==> config.mk <==
export PLATFORM = sky130hd
export DESIGN_NAME = sync_serial_rx
export DESIGN_NICKNAME = d
export VERILOG_FILES = /design/src/rtl/ssrx_pkg.sv /design/src/rtl/ssrx_edge_sync.sv /design/src/rtl/ssrx_ctrl.sv /design/src/rtl/ssrx_shift.sv /design/src/rtl/sync_serial_rx.sv
export SDC_FILE = /design/constraint.sdc
export NUM_CORES = 1
export LEC_CHECK = 0
export ABC_AREA = 1
export BUFFER_PORTS_ARGS = -buffer_cell sky130_fd_sc_hd__clkbuf_2
export CORE_AREA = 2 2 127 129
export CTS_CLUSTER_DIAMETER = 100
export DETAILED_ROUTE_END_ITERATION = 12
export DIE_AREA = 0 0 129 131
export SKIP_CTS_REPAIR_TIMING = 1
export SLEW_MARGIN = 20
export SYNTH_ARGS = -nofsm -noshare
export SYNTH_HDL_FRONTEND = slang
export SYNTH_SLANG_ARGS = --single-unit
export TNS_END_PERCENT = 30
==> constraint.sdc <==
create_clock -name clk -period 2.2 [get_ports clk]
set_input_delay 0.11 -clock clk [delete_from_list [all_inputs] [get_ports clk]]
set_output_delay 0.11 -clock clk [all_outputs]
set_load 0.01 [all_outputs]
==> src/rtl/ssrx_pkg.sv <==
package ssrx_pkg;

    typedef enum logic [2:0] {
        ST_ARM,
        ST_IDLE,
        ST_DELAY,
        ST_SHIFT,
        ST_GUARD
    } rx_state_t;

    localparam int HALF_W   = 3;
    localparam int HALF_MAX = (1 << HALF_W) - 1;

endpackage

==> src/rtl/ssrx_edge_sync.sv <==
module ssrx_edge_sync #(
    parameter int STAGES = 2
) (
    input  logic clk,
    input  logic rst_n,
    input  logic bclk_in,
    input  logic sync_in,
    input  logic sdata_in,
    output logic bclk_rise,
    output logic bclk_fall,
    output logic sync_lvl,
    output logic data_lvl
);

    // bit 2: bit clock, bit 1: sync, bit 0: data
    logic [2:0] stage_q [STAGES];
    logic       bclk_d;

    for (genvar g = 0; g < STAGES; g++) begin : g_stage
        if (g == 0) begin : g_first
            always_ff @(posedge clk or negedge rst_n) begin
                if (!rst_n) stage_q[g] <= 3'b000;
                else        stage_q[g] <= {bclk_in, sync_in, sdata_in};
            end
        end else begin : g_next
            always_ff @(posedge clk or negedge rst_n) begin
                if (!rst_n) stage_q[g] <= 3'b000;
                else        stage_q[g] <= stage_q[g-1];
            end
        end
    end

    always_ff @(posedge clk or negedge rst_n) begin
        if (!rst_n) bclk_d <= 1'b0;
        else        bclk_d <= stage_q[STAGES-1][2];
    end

    assign bclk_rise = stage_q[STAGES-1][2] & ~bclk_d;
    assign bclk_fall = ~stage_q[STAGES-1][2] & bclk_d;
    assign sync_lvl  = stage_q[STAGES-1][1];
    assign data_lvl  = stage_q[STAGES-1][0];

endmodule

==> src/rtl/ssrx_ctrl.sv <==
module ssrx_ctrl
    import ssrx_pkg::*;
#(
    parameter int MAX_LEN = 32,
    parameter int MIN_LEN = 8,
    parameter int CNT_W   = $clog2(MAX_LEN + 1)
) (
    input  logic             clk,
    input  logic             rst_n,
    input  logic             bclk_rise,
    input  logic             bclk_fall,
    input  logic             sync_lvl,
    input  logic             cfg_lr_mode,
    input  logic             cfg_sync_pol,
    input  logic [2:0]       cfg_data_dly,
    input  logic [2:0]       cfg_sync_dly,
    input  logic [CNT_W-1:0] cfg_word_len,
    input  logic             err_clear,
    output logic             bit_cap,
    output logic             word_clr,
    output logic             word_done,
    output logic [CNT_W-1:0] bit_idx,
    output logic             chan_tag,
    output logic             ferr_set,
    output logic             frame_err,
    output logic             cfg_err
);

    localparam logic [CNT_W-1:0] LEN_LO = CNT_W'(MIN_LEN);
    localparam logic [CNT_W-1:0] LEN_HI = CNT_W'(MAX_LEN);

    rx_state_t           st_q, st_n;
    logic [HALF_W-1:0]   half_cnt;
    logic [HALF_W:0]     half_p1;
    logic [CNT_W-1:0]    bit_cnt;
    logic [CNT_W-1:0]    len_eff;
    logic [2:0]          sdly_eff;
    logic                prev_sync;
    logic                armed;
    logic                sync_ev;
    logic                early;
    logic                any_edge;
    logic                ferr_q;
    logic                chan_q;

    // configuration conditioning
    always_comb begin
        if (cfg_word_len < LEN_LO)      len_eff = LEN_LO;
        else if (cfg_word_len > LEN_HI) len_eff = LEN_HI;
        else                            len_eff = cfg_word_len;
    end

    always_comb begin
        cfg_err  = 1'b0;
        sdly_eff = cfg_sync_dly;
        if (cfg_sync_dly == 3'd5 || cfg_sync_dly == 3'd7) begin
            cfg_err  = 1'b1;
            sdly_eff = 3'd0;
        end
    end

    // sync event detection at rising bit-clock edges
    assign armed    = (st_q != ST_ARM);
    assign any_edge = bclk_rise | bclk_fall;
    assign half_p1  = {1'b0, half_cnt} + 1'b1;

    always_comb begin
        if (cfg_lr_mode)
            sync_ev = bclk_rise & armed & (sync_lvl != prev_sync);
        else
            sync_ev = bclk_rise & armed & (sync_lvl == cfg_sync_pol)
                      & (prev_sync != cfg_sync_pol);
    end

    always_comb begin
        unique case (st_q)
            ST_DELAY, ST_SHIFT: early = 1'b1;
            ST_GUARD:           early = (half_p1 < {1'b0, sdly_eff});
            default:            early = 1'b0;
        endcase
    end

    // state register
    always_ff @(posedge clk or negedge rst_n) begin
        if (!rst_n) st_q <= ST_ARM;
        else        st_q <= st_n;
    end

    // next state and control outputs
    always_comb begin
        st_n      = st_q;
        bit_cap   = 1'b0;
        word_clr  = 1'b0;
        word_done = 1'b0;
        ferr_set  = 1'b0;
        unique case (st_q)
            ST_ARM: begin
                if (bclk_rise) st_n = ST_IDLE;
            end
            ST_IDLE, ST_DELAY, ST_SHIFT, ST_GUARD: begin
                if (sync_ev) begin
                    ferr_set = early;
                    word_clr = 1'b1;
                    if (cfg_data_dly == 3'd0) begin
                        bit_cap = 1'b1;
                        st_n    = ST_SHIFT;
                    end else begin
                        st_n    = ST_DELAY;
                    end
                end else begin
                    unique case (st_q)
                        ST_DELAY: begin
                            if (bclk_rise && half_p1 >= {1'b0, cfg_data_dly}) begin
                                bit_cap = 1'b1;
                                st_n    = ST_SHIFT;
                            end
                        end
                        ST_SHIFT: begin
                            if (bclk_rise) begin
                                bit_cap = 1'b1;
                                if (bit_cnt + 1'b1 == len_eff) begin
                                    word_done = 1'b1;
                                    st_n      = ST_GUARD;
                                end
                            end
                        end
                        ST_GUARD: begin
                            if (any_edge && half_p1 >= {1'b0, sdly_eff})
                                st_n = ST_IDLE;
                        end
                        default: st_n = st_q;
                    endcase
                end
            end
            default: st_n = ST_ARM;
        endcase
    end

    // counters and captured state
    always_ff @(posedge clk or negedge rst_n) begin
        if (!rst_n) begin
            half_cnt  <= '0;
            bit_cnt   <= '0;
            prev_sync <= 1'b0;
            chan_q    <= 1'b0;
            ferr_q    <= 1'b0;
        end else begin
            if (sync_ev || word_done)
                half_cnt <= '0;
            else if (any_edge && half_cnt != HALF_W'(HALF_MAX))
                half_cnt <= half_cnt + 1'b1;

            if (word_clr)
                bit_cnt <= bit_cap ? CNT_W'(1) : '0;
            else if (bit_cap)
                bit_cnt <= bit_cnt + 1'b1;

            if (bclk_rise)
                prev_sync <= sync_lvl;

            if (sync_ev)
                chan_q <= (sync_lvl == cfg_sync_pol);

            if (ferr_set)
                ferr_q <= 1'b1;
            else if (err_clear)
                ferr_q <= 1'b0;
        end
    end

    assign bit_idx   = word_clr ? '0 : bit_cnt;
    assign chan_tag  = chan_q;
    assign frame_err = ferr_q;

endmodule

==> src/rtl/ssrx_shift.sv <==
module ssrx_shift #(
    parameter int MAX_LEN = 32,
    parameter int CNT_W   = $clog2(MAX_LEN + 1)
) (
    input  logic               clk,
    input  logic               rst_n,
    input  logic               word_clr,
    input  logic               bit_cap,
    input  logic               word_done,
    input  logic               bit_in,
    input  logic [CNT_W-1:0]   bit_idx,
    input  logic               lsb_first,
    input  logic               chan_in,
    output logic               word_valid,
    output logic [MAX_LEN-1:0] word_data,
    output logic               word_chan
);

    logic [MAX_LEN-1:0] acc_q;
    logic [MAX_LEN-1:0] base;
    logic [MAX_LEN-1:0] acc_n;

    always_comb begin
        base  = word_clr ? '0 : acc_q;
        acc_n = base;
        if (bit_cap) begin
            if (lsb_first) begin
                for (int i = 0; i < MAX_LEN; i++)
                    if (bit_idx == CNT_W'(i)) acc_n[i] = bit_in;
            end else begin
                acc_n = {base[MAX_LEN-2:0], bit_in};
            end
        end
    end

    always_ff @(posedge clk or negedge rst_n) begin
        if (!rst_n) begin
            acc_q      <= '0;
            word_valid <= 1'b0;
            word_data  <= '0;
            word_chan  <= 1'b0;
        end else begin
            if (word_clr || bit_cap)
                acc_q <= acc_n;
            word_valid <= word_done;
            if (word_done) begin
                word_data <= acc_n;
                word_chan <= chan_in;
            end
        end
    end

endmodule

==> src/rtl/sync_serial_rx.sv <==
module sync_serial_rx #(
    parameter int MAX_LEN     = 32,
    parameter int MIN_LEN     = 8,
    parameter int SYNC_STAGES = 2,
    parameter int CNT_W       = $clog2(MAX_LEN + 1)
) (
    input  logic               clk,
    input  logic               rst_n,
    input  logic               bclk_in,
    input  logic               sync_in,
    input  logic               sdata_in,
    input  logic               cfg_lr_mode,
    input  logic               cfg_sync_pol,
    input  logic               cfg_lsb_first,
    input  logic [2:0]         cfg_data_dly,
    input  logic [2:0]         cfg_sync_dly,
    input  logic [CNT_W-1:0]   cfg_word_len,
    input  logic               err_clear,
    output logic               word_valid,
    output logic [MAX_LEN-1:0] word_data,
    output logic               word_chan,
    output logic               frame_err,
    output logic               cfg_err
);

    logic             bclk_rise;
    logic             bclk_fall;
    logic             sync_lvl;
    logic             data_lvl;
    logic             bit_cap;
    logic             word_clr;
    logic             word_done;
    logic [CNT_W-1:0] bit_idx;
    logic             chan_tag;
    logic             ferr_set;

    ssrx_edge_sync #(.STAGES(SYNC_STAGES)) u_edge (
        .clk       (clk),
        .rst_n     (rst_n),
        .bclk_in   (bclk_in),
        .sync_in   (sync_in),
        .sdata_in  (sdata_in),
        .bclk_rise (bclk_rise),
        .bclk_fall (bclk_fall),
        .sync_lvl  (sync_lvl),
        .data_lvl  (data_lvl)
    );

    ssrx_ctrl #(.MAX_LEN(MAX_LEN), .MIN_LEN(MIN_LEN), .CNT_W(CNT_W)) u_ctrl (
        .clk          (clk),
        .rst_n        (rst_n),
        .bclk_rise    (bclk_rise),
        .bclk_fall    (bclk_fall),
        .sync_lvl     (sync_lvl),
        .cfg_lr_mode  (cfg_lr_mode),
        .cfg_sync_pol (cfg_sync_pol),
        .cfg_data_dly (cfg_data_dly),
        .cfg_sync_dly (cfg_sync_dly),
        .cfg_word_len (cfg_word_len),
        .err_clear    (err_clear),
        .bit_cap      (bit_cap),
        .word_clr     (word_clr),
        .word_done    (word_done),
        .bit_idx      (bit_idx),
        .chan_tag     (chan_tag),
        .ferr_set     (ferr_set),
        .frame_err    (frame_err),
        .cfg_err      (cfg_err)
    );

    ssrx_shift #(.MAX_LEN(MAX_LEN), .CNT_W(CNT_W)) u_shift (
        .clk        (clk),
        .rst_n      (rst_n),
        .word_clr   (word_clr),
        .bit_cap    (bit_cap),
        .word_done  (word_done),
        .bit_in     (data_lvl),
        .bit_idx    (bit_idx),
        .lsb_first  (cfg_lsb_first),
        .chan_in    (chan_tag),
        .word_valid (word_valid),
        .word_data  (word_data),
        .word_chan  (word_chan)
    );

endmodule

==> results.toml, run 1 <==
[synthesis]
yosysTopAreaCell = "dfrtp_1"
netlist_instances = 702
netlist-cell-type-count = 36
ys_ff_latch = 88
synth_top_area_share = 0.437
synth_area_per_cell_um2 = 7.18
yosys_warnings = 0
netlist_top_cells_count = "228 x nand2_1, 88 x dfrtp_1, 86 x nand3_1"
synth_area_leaders = "dfrtp_1 44%, nand2_1 17%, nand3_1 8.5%"
synth_edf_count = 0
syn-num-nets = 733
async_reset_ff_frac = 1.00
synthesis.area_um2 = 5040
yosysSeqAreaShare = 0.437
synthFlopType = "dfrtp_1"
synth_most_common_cell = "nand2_1"

[floorplanning]
die_x_um = 129
die_h_um = 131
core_um2 = 15600
io_pins = 57
start_util = 0.323
dieArea_um2 = 16900
rows = 46

[clock_network]
clock_path_buffers = 2
cts_root_buf = "clkbuf_16"
numCtsBuffers = 9
htreeDepth = 3
cts_tree = "done"
insertion_delay_ns = 0.35
cts_num_sinks = 88
clkTransAtPathRegs_ns = 0.07

[route]
wl_per_cell_um = 14.1
vias = 4946
via_per_inst = 4.84
drc_errors = 0
wl_um = 14400
first_pass_iters = 5
drtAntennaViolNets = 0
dr.first_iter.drc_count = 284

[placement]
pre_cts_slack_ns = -0.260
gp_congestion = 0.893
place_area_um2 = 5920
port-buffer-count = 56
post-dp-hpwl_um = 9760

[global_route]
antenna_found_initial = 0
grt_pass1_wl_um = 22800
grt_max_degree = 61
grtUsageTotal = 0.172
grt_overflow_total = 0
grt_pass1_vias = 4513

[setup_path]
critPathBufInv = 1
rr_startpoint = "u_ctrl.half_cnt[0]$_DFFE_PN0P_"
critical_path.startpoint_type = "register"
cp.depth = 13
cp-startpoint = "u_ctrl.half_cnt[0]$_DFFE_PN0P_"
criticalPathCategory = "register to register"
crit_chain = "ha_1 -> ha_1 -> a21boi_2 -> o21ai_1 -> nand3_1 -> nand3_1 -> nand2_2 -> nand3_4 -> buf_8 -> nor2_1 -> a21oi_2 -> nand2_1 -> nand2_1"
required_ns = 2.44
crit_path_end_kind = "register"
crit_fanout = 17
rr_worst_depth = 13
cpPeakStageDelay_ns = 0.39
path_delay_family = "simple AND/OR/NAND/NOR gates"
arrival_ns = 2.70
crit_slowest_cell = "dfrtp_1"

[power]
vdd_drop_max_v = 0.000473
leakagePower_nw = 3.40
total_power_mw = 8.49
p_per_area_nw_per_um2 = 1260

[final_layout]
area_growth_pct = 34.0
design_area_um2 = 6750
antenna_cells = 0
nets = 832
drive_gt1_frac = 0.275
nFillCells = 1567

[sta]
hold_viol = 0
setup_ws_ns = -0.262
fin_crit_sh = 1.12
rsz0062_at_grt = "true"
tightest_slew_ns = 0.813
slew_viol_final = 0
finClkSkew_ns = 0.0101
post-route-min-period_ns = 2.46
slew_headroom = 0.458
setup_viol = 70
max_clock_freq_mhz = 406

[job]
drv_cap = 0

[status]
outcome = "finished with violations"
violations = "setup timing"

[min_path]
holdCritPathClass = "input port to register"
worstHoldStart = "cfg_sync_pol"
worstHoldPathCells = 4
-- cell families (layout without fill, tap and decap cells) --
group           count (synthesis)  after routing  share of synthesized area
buf+inv                        84            187                     0.0688
flops                          88             88                      0.437
fa+ha+maj                      10             10                     0.0248
compound gates                102            102                      0.112
xor+xnor                        7              7                     0.0122
simple gates                  411            411                      0.345
-- cell type report --
class,count,area [µm²],share of cell area
repair buffers,123,920,0.136
multi-input cells,530,2860,0.423
clock inverters,5,82.6,0.0122
inverters,49,191,0.0283
flip-flops and latches,88,2200,0.326
clock buffers,10,229,0.0339
well taps,216,270,0.0400
-- power breakdown --
part,internal (mW),switching (mW),leakage [nW]
registers,2.16,0.362,1.14
clock network,0.989,0.649,0.141
logic,1.78,2.55,2.12
total,4.93,3.56,3.40
-- placed cells by master (no fill, tap or decap), drive strengths merged, types with 14 or more instances in the layout --
cell type and instances:
nand4 14, nand2 229, o21ai 32, a21oi 49, nand3 90, nor2 74, buf 62, clkbuf 66
dfrtp 88, inv 49
-- tightest hold or removal path, stage by stage --
cell and delay, ns:
clkbuf_2 0.10, nand2_1 0.06, a21oi_1 0.05, a21oi_1 0.11
-- stage by stage --
stage | TNS [ns] | cells | utilization | hold slack, ns
2_1_floorplan | -0.0417 | 702 | - | -0.186
3_3_place_gp | -6.30 | 997 | 0.380 | 0.219
3_5_place_dp | -10.79 | 997 | 0.380 | 0.226
4_1_cts | -12.66 | 1012 | 0.400 | -0.144
5_1_grt | -20.44 | 1021 | 0.433 | 0.182
6_report | -10.21 | 1021 | 0.433 | 0.135
-- flip-flops by register name (all words and copies together) (netlist names), 3 cells and up --
register,count
u_shift.acc_q,32
u_shift.word_data,32
u_ctrl.bit_cnt,6
u_edge.stage_q,4
u_ctrl.half_cnt,3
u_ctrl.st_q,3
-- path summary, 6_finish.rpt --
| path | end | slack (ns) |
|---|---|---|
| max in group asynchronous | u_ctrl.bit_cnt[2]$_DFFE_PN0P_ | 1.17 |
| min in group asynchronous | u_shift.word_data[8]$_DFFE_PN0P_ | 0.39 |
| setup reg to reg | u_shift.word_data[14]$_DFFE_PN0P_ | -0.26 |
| hold / removal | u_ctrl.chan_tag$_DFFE_PN0P_ | 0.14 |
| setup / recovery | u_shift.word_data[14]$_DFFE_PN0P_ | -0.26 |
| hold reg to reg | u_edge.stage_q[2]$_DFF_PN0_ | 0.35 |
-- metal layers --
| layer | global-route usage | routed length, µm | up-vias |
|---|---|---|---|
| met3 | 0.0326 | 538 | 25 |
| met2 | 0.275 | 6540 | 91 |
| met1 | 0.237 | 7020 | 2335 |
| met5 | 0 | 0 | - |
| li1 | - | - | 2495 |
| met4 | 0.0550 | 283 | 0 |
Note: power is estimated with default switching activity, not from simulation.
==> inputs of run 2 (changes only) <==
Settings changed: MAX_ROUTING_LAYER from default to met4.
==> results.toml, run 2 (synthesis results as in run 1) <==
[placement]
port-buffer-count = 56
gp_congestion = 0.909
post-dp-hpwl_um = 9760
pre_cts_slack_ns = -0.260

[floorplanning]
rows = 46
dieArea_um2 = 16900
io_pins = 57
die_x_um = 129
core_um2 = 15600
start_util = 0.323
die_h_um = 131

[power]
p_per_area_nw_per_um2 = 1250
vdd_drop_max_v = 0.000469
leakagePower_nw = 3.39
total_power_mw = 8.38

[clock_network]
cts_root_buf = "clkbuf_16"
cts_num_sinks = 88
cts_tree = "done"
numCtsBuffers = 9
insertion_delay_ns = 0.35
htreeDepth = 3
clock_path_buffers = 2
clkTransAtPathRegs_ns = 0.07

[setup_path]
crit_path_end_kind = "register"
critical_path.startpoint_type = "register"
cp-endpoint = "u_shift.word_data[14]$_DFFE_PN0P_"
timing.reg2reg.setup_slack_ns = -0.25
required_ns = 2.44
arrival_ns = 2.69
criticalPathCategory = "register to register"
crit_fanout = 17
cp-startpoint = "u_ctrl.half_cnt[0]$_DFFE_PN0P_"
r2r-end = "u_shift.word_data[14]$_DFFE_PN0P_"
rr_startpoint = "u_ctrl.half_cnt[0]$_DFFE_PN0P_"
rr_worst_depth = 13

[global_route]
grtUsageTotal = 0.177
grt_pass1_wl_um = 22800
antenna_found_initial = 0
grt_max_degree = 61
grt_overflow_total = 0
grt_pass1_vias = 4525

[route]
via_per_inst = 4.90
first_pass_iters = 5
drc_errors = 0
wl_um = 14500
dr.first_iter.drc_count = 336
drtAntennaViolNets = 0
wl_per_cell_um = 14.2
vias = 5008

[final_layout]
register_area_um2 = 2200
mostFrequentLayoutCells = "225 x nand2_1, 88 x dfrtp_1, 83 x nand3_1, 62 x nor2_1, 55 x clkbuf_2"
multi_input_area_um2 = 2790
nFillCells = 1571
area_growth_pct = 32.5
drive_gt1_frac = 0.258
top_regs = "u_shift.acc_q: 32 flops, u_shift.word_data: 32 flops, u_ctrl.bit_cnt: 6 flops"
nets = 834
antenna_cells = 0
final_common_cell = "nand2_1"

[sta]
fin_tns_setup_ns = -9.08
finClkSkew_ns = 0.00976
hold_viol = 0
slew_viol_final = 0
fin_crit_sh = 1.11
slew_headroom = 0.372
post-route-min-period_ns = 2.45
setup_viol = 73
tightest_slew_ns = 0.927
max_clock_freq_mhz = 409
rsz0062_at_grt = "true"
setup_ws_ns = -0.247

[status]
violations = "setup timing"
outcome = "finished with violations"

[job]
drv_cap = 0

[min_path]
holdCritPathClass = "input port to register"
==> run 2: cell count changes in the layout (fill, tap and decap cells not counted), sizes merged <==
| cell | previous run | this run |
|---|---|---|
| buf | 62 | 63 |
| nand3 | 90 | 91 |
==> run 2: metrics by stage <==
step           cells  hold slack (ns)   util  cell area [µm²]
5_1_grt         1023            0.182  0.428             6680
3_5_place_dp     997            0.226  0.380             5920
3_3_place_gp     997            0.219  0.380             5920
2_1_floorplan    702           -0.186      -             5050
4_1_cts         1012           -0.144  0.400             6230
6_report        1023            0.135  0.428             6680
==> run 2: worst min-delay path by stage <==
stage	startpoint	end	slack, ns	depth (start not counted)
finish	cfg_sync_pol	u_ctrl.chan_tag$_DFFE_PN0P_	0.13	4
global route	cfg_sync_pol	u_ctrl.chan_tag$_DFFE_PN0P_	0.18	4
global placement	bclk_in	u_edge.stage_q[5]$_DFF_PN0_	0.22	1
CTS	bclk_in	u_edge.stage_q[5]$_DFF_PN0_	-0.14	1
detailed placement	sdata_in	u_edge.stage_q[3]$_DFF_PN0_	0.23	1
floorplan	rst_n	u_ctrl.bit_cnt[0]$_DFFE_PN0P_	-0.19	0
==> run 2: final cells by class <==
cell class	count	share of cell area
tap	216	0.0405
timing repair buffer	124	0.137
inverter	49	0.0287
multi-input combinational	531	0.417
clock buffer	10	0.0343
sequential	88	0.330
clock inverter	5	0.0124
==> run 2: where the power goes <==
group | internal (mW) | total, mW | switching (mW)
clock | 0.989 | 1.64 | 0.651
sequential | 2.16 | 2.52 | 0.359
combinational | 1.72 | 4.22 | 2.50
==> run 2: critical path: stages, from the launching register on <==
cell and delay [ns]:
dfrtp_1 0.39, ha_1 0.32, ha_1 0.28, a21boi_2 0.14, o21ai_1 0.07, nand3_1 0.10
nand3_1 0.09, nand2_2 0.11, nand3_4 0.19, buf_8 0.25, nor2_1 0.18, a21oi_2 0.10
nand2_1 0.06, nand2_1 0.05
==> run 2: metal layers <==
metal	GRT usage	up-vias	share of wire
li1	-	2508	-
met1	0.237	2338	0.47
met2	0.275	137	0.46
met3	0.0318	25	0.049
met4	0.0550	0	0.019
met5	-	-	0
==> inputs of run 3 (changes only) <==
Settings changed: CORE_AREA 2 2 127 129 to 2 2 101 103, DIE_AREA 0 0 129 131 to 0 0 103 105, PLACE_DENSITY from default to 0.75.
==> results.toml, run 3 (synthesis results as in run 1) <==
[power]
sw_frac_of_total = 0.440
clkPwrFrac = 0.144
power.internal_mw = 4.47
leakagePower_nw = 3.33
power_frac_seq = 0.314
switchingPower_mw = 3.52
p_per_area_nw_per_um2 = 1230
vdd_drop_max_v = 0.000550
p_comb_frac = 0.542

[final_layout]
nets = 823
area_growth_pct = 28.9
top_regs = "u_shift.acc_q: 32 flops, u_shift.word_data: 32 flops, u_ctrl.bit_cnt: 6 flops"
multi_input_area_um2 = 2830
nFillCells = 818
fin_util = 0.674
final_common_cell = "nand2_1"
drive_gt1_frac = 0.249
register_area_um2 = 2200
mostFrequentLayoutCells = "223 x nand2_1, 88 x dfrtp_1, 82 x nand3_1, 60 x nor2_1, 55 x clkbuf_2"
antenna_cells = 0

[setup_path]
crit_slowest_cell = "dfrtp_1"
critPathBufInv = 2
crit_chain = "ha_4 -> ha_4 -> a21boi_2 -> o21ai_1 -> nand3_1 -> nand3_1 -> nand2_2 -> nand3_4 -> buf_12 -> buf_12 -> nor2_2 -> nand2_1 -> nand3_2 -> nand2_1"
cpPeakStageDelay_ns = 0.43
crit_path_end_kind = "register"
required_ns = 2.46
path_delay_family = "simple AND/OR/NAND/NOR gates"
arrival_ns = 2.70
criticalPathCategory = "register to register"
crit_fanout = 7
critical_path.startpoint_type = "register"

[route]
drtAntennaViolNets = 0
dr.first_iter.drc_count = 417
wl_um = 14300
first_pass_iters = 7
drc_errors = 0
vias = 5144
via_per_inst = 5.54
wl_per_cell_um = 15.4

[placement]
pre_cts_slack_ns = -0.238
port-buffer-count = 56
post-dp-hpwl_um = 9420
gp_congestion = 0.911

[clock_network]
numCtsBuffers = 9
clock_path_buffers = 2
cts_tree = "done"
htreeDepth = 3
cts_root_buf = "clkbuf_8"
cts_num_sinks = 88
insertion_delay_ns = 0.37
clkTransAtPathRegs_ns = 0.09

[sta]
fin_tns_setup_ns = -7.71
setup_ws_ns = -0.246
tightest_slew_ns = 0.845
slew_viol_final = 0
setup_viol = 68
post-route-min-period_ns = 2.45
max_clock_freq_mhz = 409
slew_headroom = 0.430
rsz0062_at_grt = "true"
finClkSkew_ns = 0.0129
hold_viol = 0
fin_crit_sh = 1.11

[status]
outcome = "finished with violations"
violations = "setup timing"

[floorplanning]
start_util = 0.523
io_pins = 57
die_x_um = 103
dieArea_um2 = 10800
die_h_um = 105
rows = 36
core_um2 = 9640

[min_path]
holdCritPathClass = "input port to register"

[global_route]
grt_pass1_wl_um = 22200
antenna_found_initial = 0
grt_max_degree = 42
grt_overflow_total = 0
grtUsageTotal = 0.266
grt_pass1_vias = 4703

[job]
drv_cap = 0
[run 3: cell count changes in the layout (fill, tap and decap cells not counted), sizes merged]
| cell | change |
|---|---|
| bufinv | -1 |
| inv | +1 |
| clkbuf | +3 |
| clkinv | +2 |
| clkinvlp | -2 |
| nand3 | -1 |
| buf | -13 |
[run 3: cell type report]
class                      count  share of cell area
timing repair buffer         113               0.139
multi-input combinational    530               0.435
tap                          133              0.0256
inverter                      49              0.0295
sequential                    88               0.339
timing repair inverter         1            0.000963
clock buffer                  11              0.0218
clock inverter                 4             0.00847
[run 3: worst register-to-register path: cells and delay by family (launching register included)]
family / cells / cell delay [ns]
and+or+nand+nor: 8 / 0.78
adders and majority gates: 2 / 0.51
DFF: 1 / 0.43
buffers and inverters: 2 / 0.38
AOI/OAI and AO/OA: 2 / 0.22
[run 3: path summary, 6_finish.rpt]
kind | from | end | slack, ns | cells past startpoint
setup / recovery | u_ctrl.half_cnt[0]$_DFFE_PN0P_ | u_shift.word_data[18]$_DFFE_PN0P_ | -0.25 | 14
setup reg to reg | u_ctrl.half_cnt[0]$_DFFE_PN0P_ | u_shift.word_data[18]$_DFFE_PN0P_ | -0.25 | 14
hold reg to reg | u_edge.stage_q[3]$_DFF_PN0_ | u_edge.data_lvl$_DFF_PN0_ | 0.35 | 0
max in group asynchronous | rst_n | u_shift.word_data[2]$_DFFE_PN0P_ | 1.34 | 3
min in group asynchronous | rst_n | u_ctrl.frame_err$_DFFE_PN0P_ | 0.21 | 2
hold / removal | cfg_sync_pol | u_ctrl.chan_tag$_DFFE_PN0P_ | 0.15 | 4
[run 3: stage by stage]
stage	total power [mW]	cells	hold slack [ns]	cell area (µm²)
3_3_place_gp	5.91	901	0.0738	5760
3_5_place_dp	6.01	901	0.0783	5760
2_1_floorplan	4.84	702	-0.186	5050
4_1_cts	7.18	916	-0.326	5960
5_1_grt	8.60	929	0.156	6500
6_report	7.99	929	0.147	6500
[run 3: power by group through the flow]
stage / logic, mW / clock network [mW] / registers (mW)
after floorplan: 2.34 / 0 / 2.50
after global placement: 3.43 / 0 / 2.48
after detailed placement: 3.52 / 0 / 2.49
after CTS: 3.54 / 1.17 / 2.47
after global routing: 4.80 / 1.23 / 2.57
final: 4.33 / 1.15 / 2.51
[run 3: metal layers]
metal  wire [µm]  share of wire  global-route usage
met1        6200           0.43               0.359
met2        7140           0.50               0.423
met4         224          0.016              0.0799
met3         735          0.051              0.0288
met5           0              0                   -
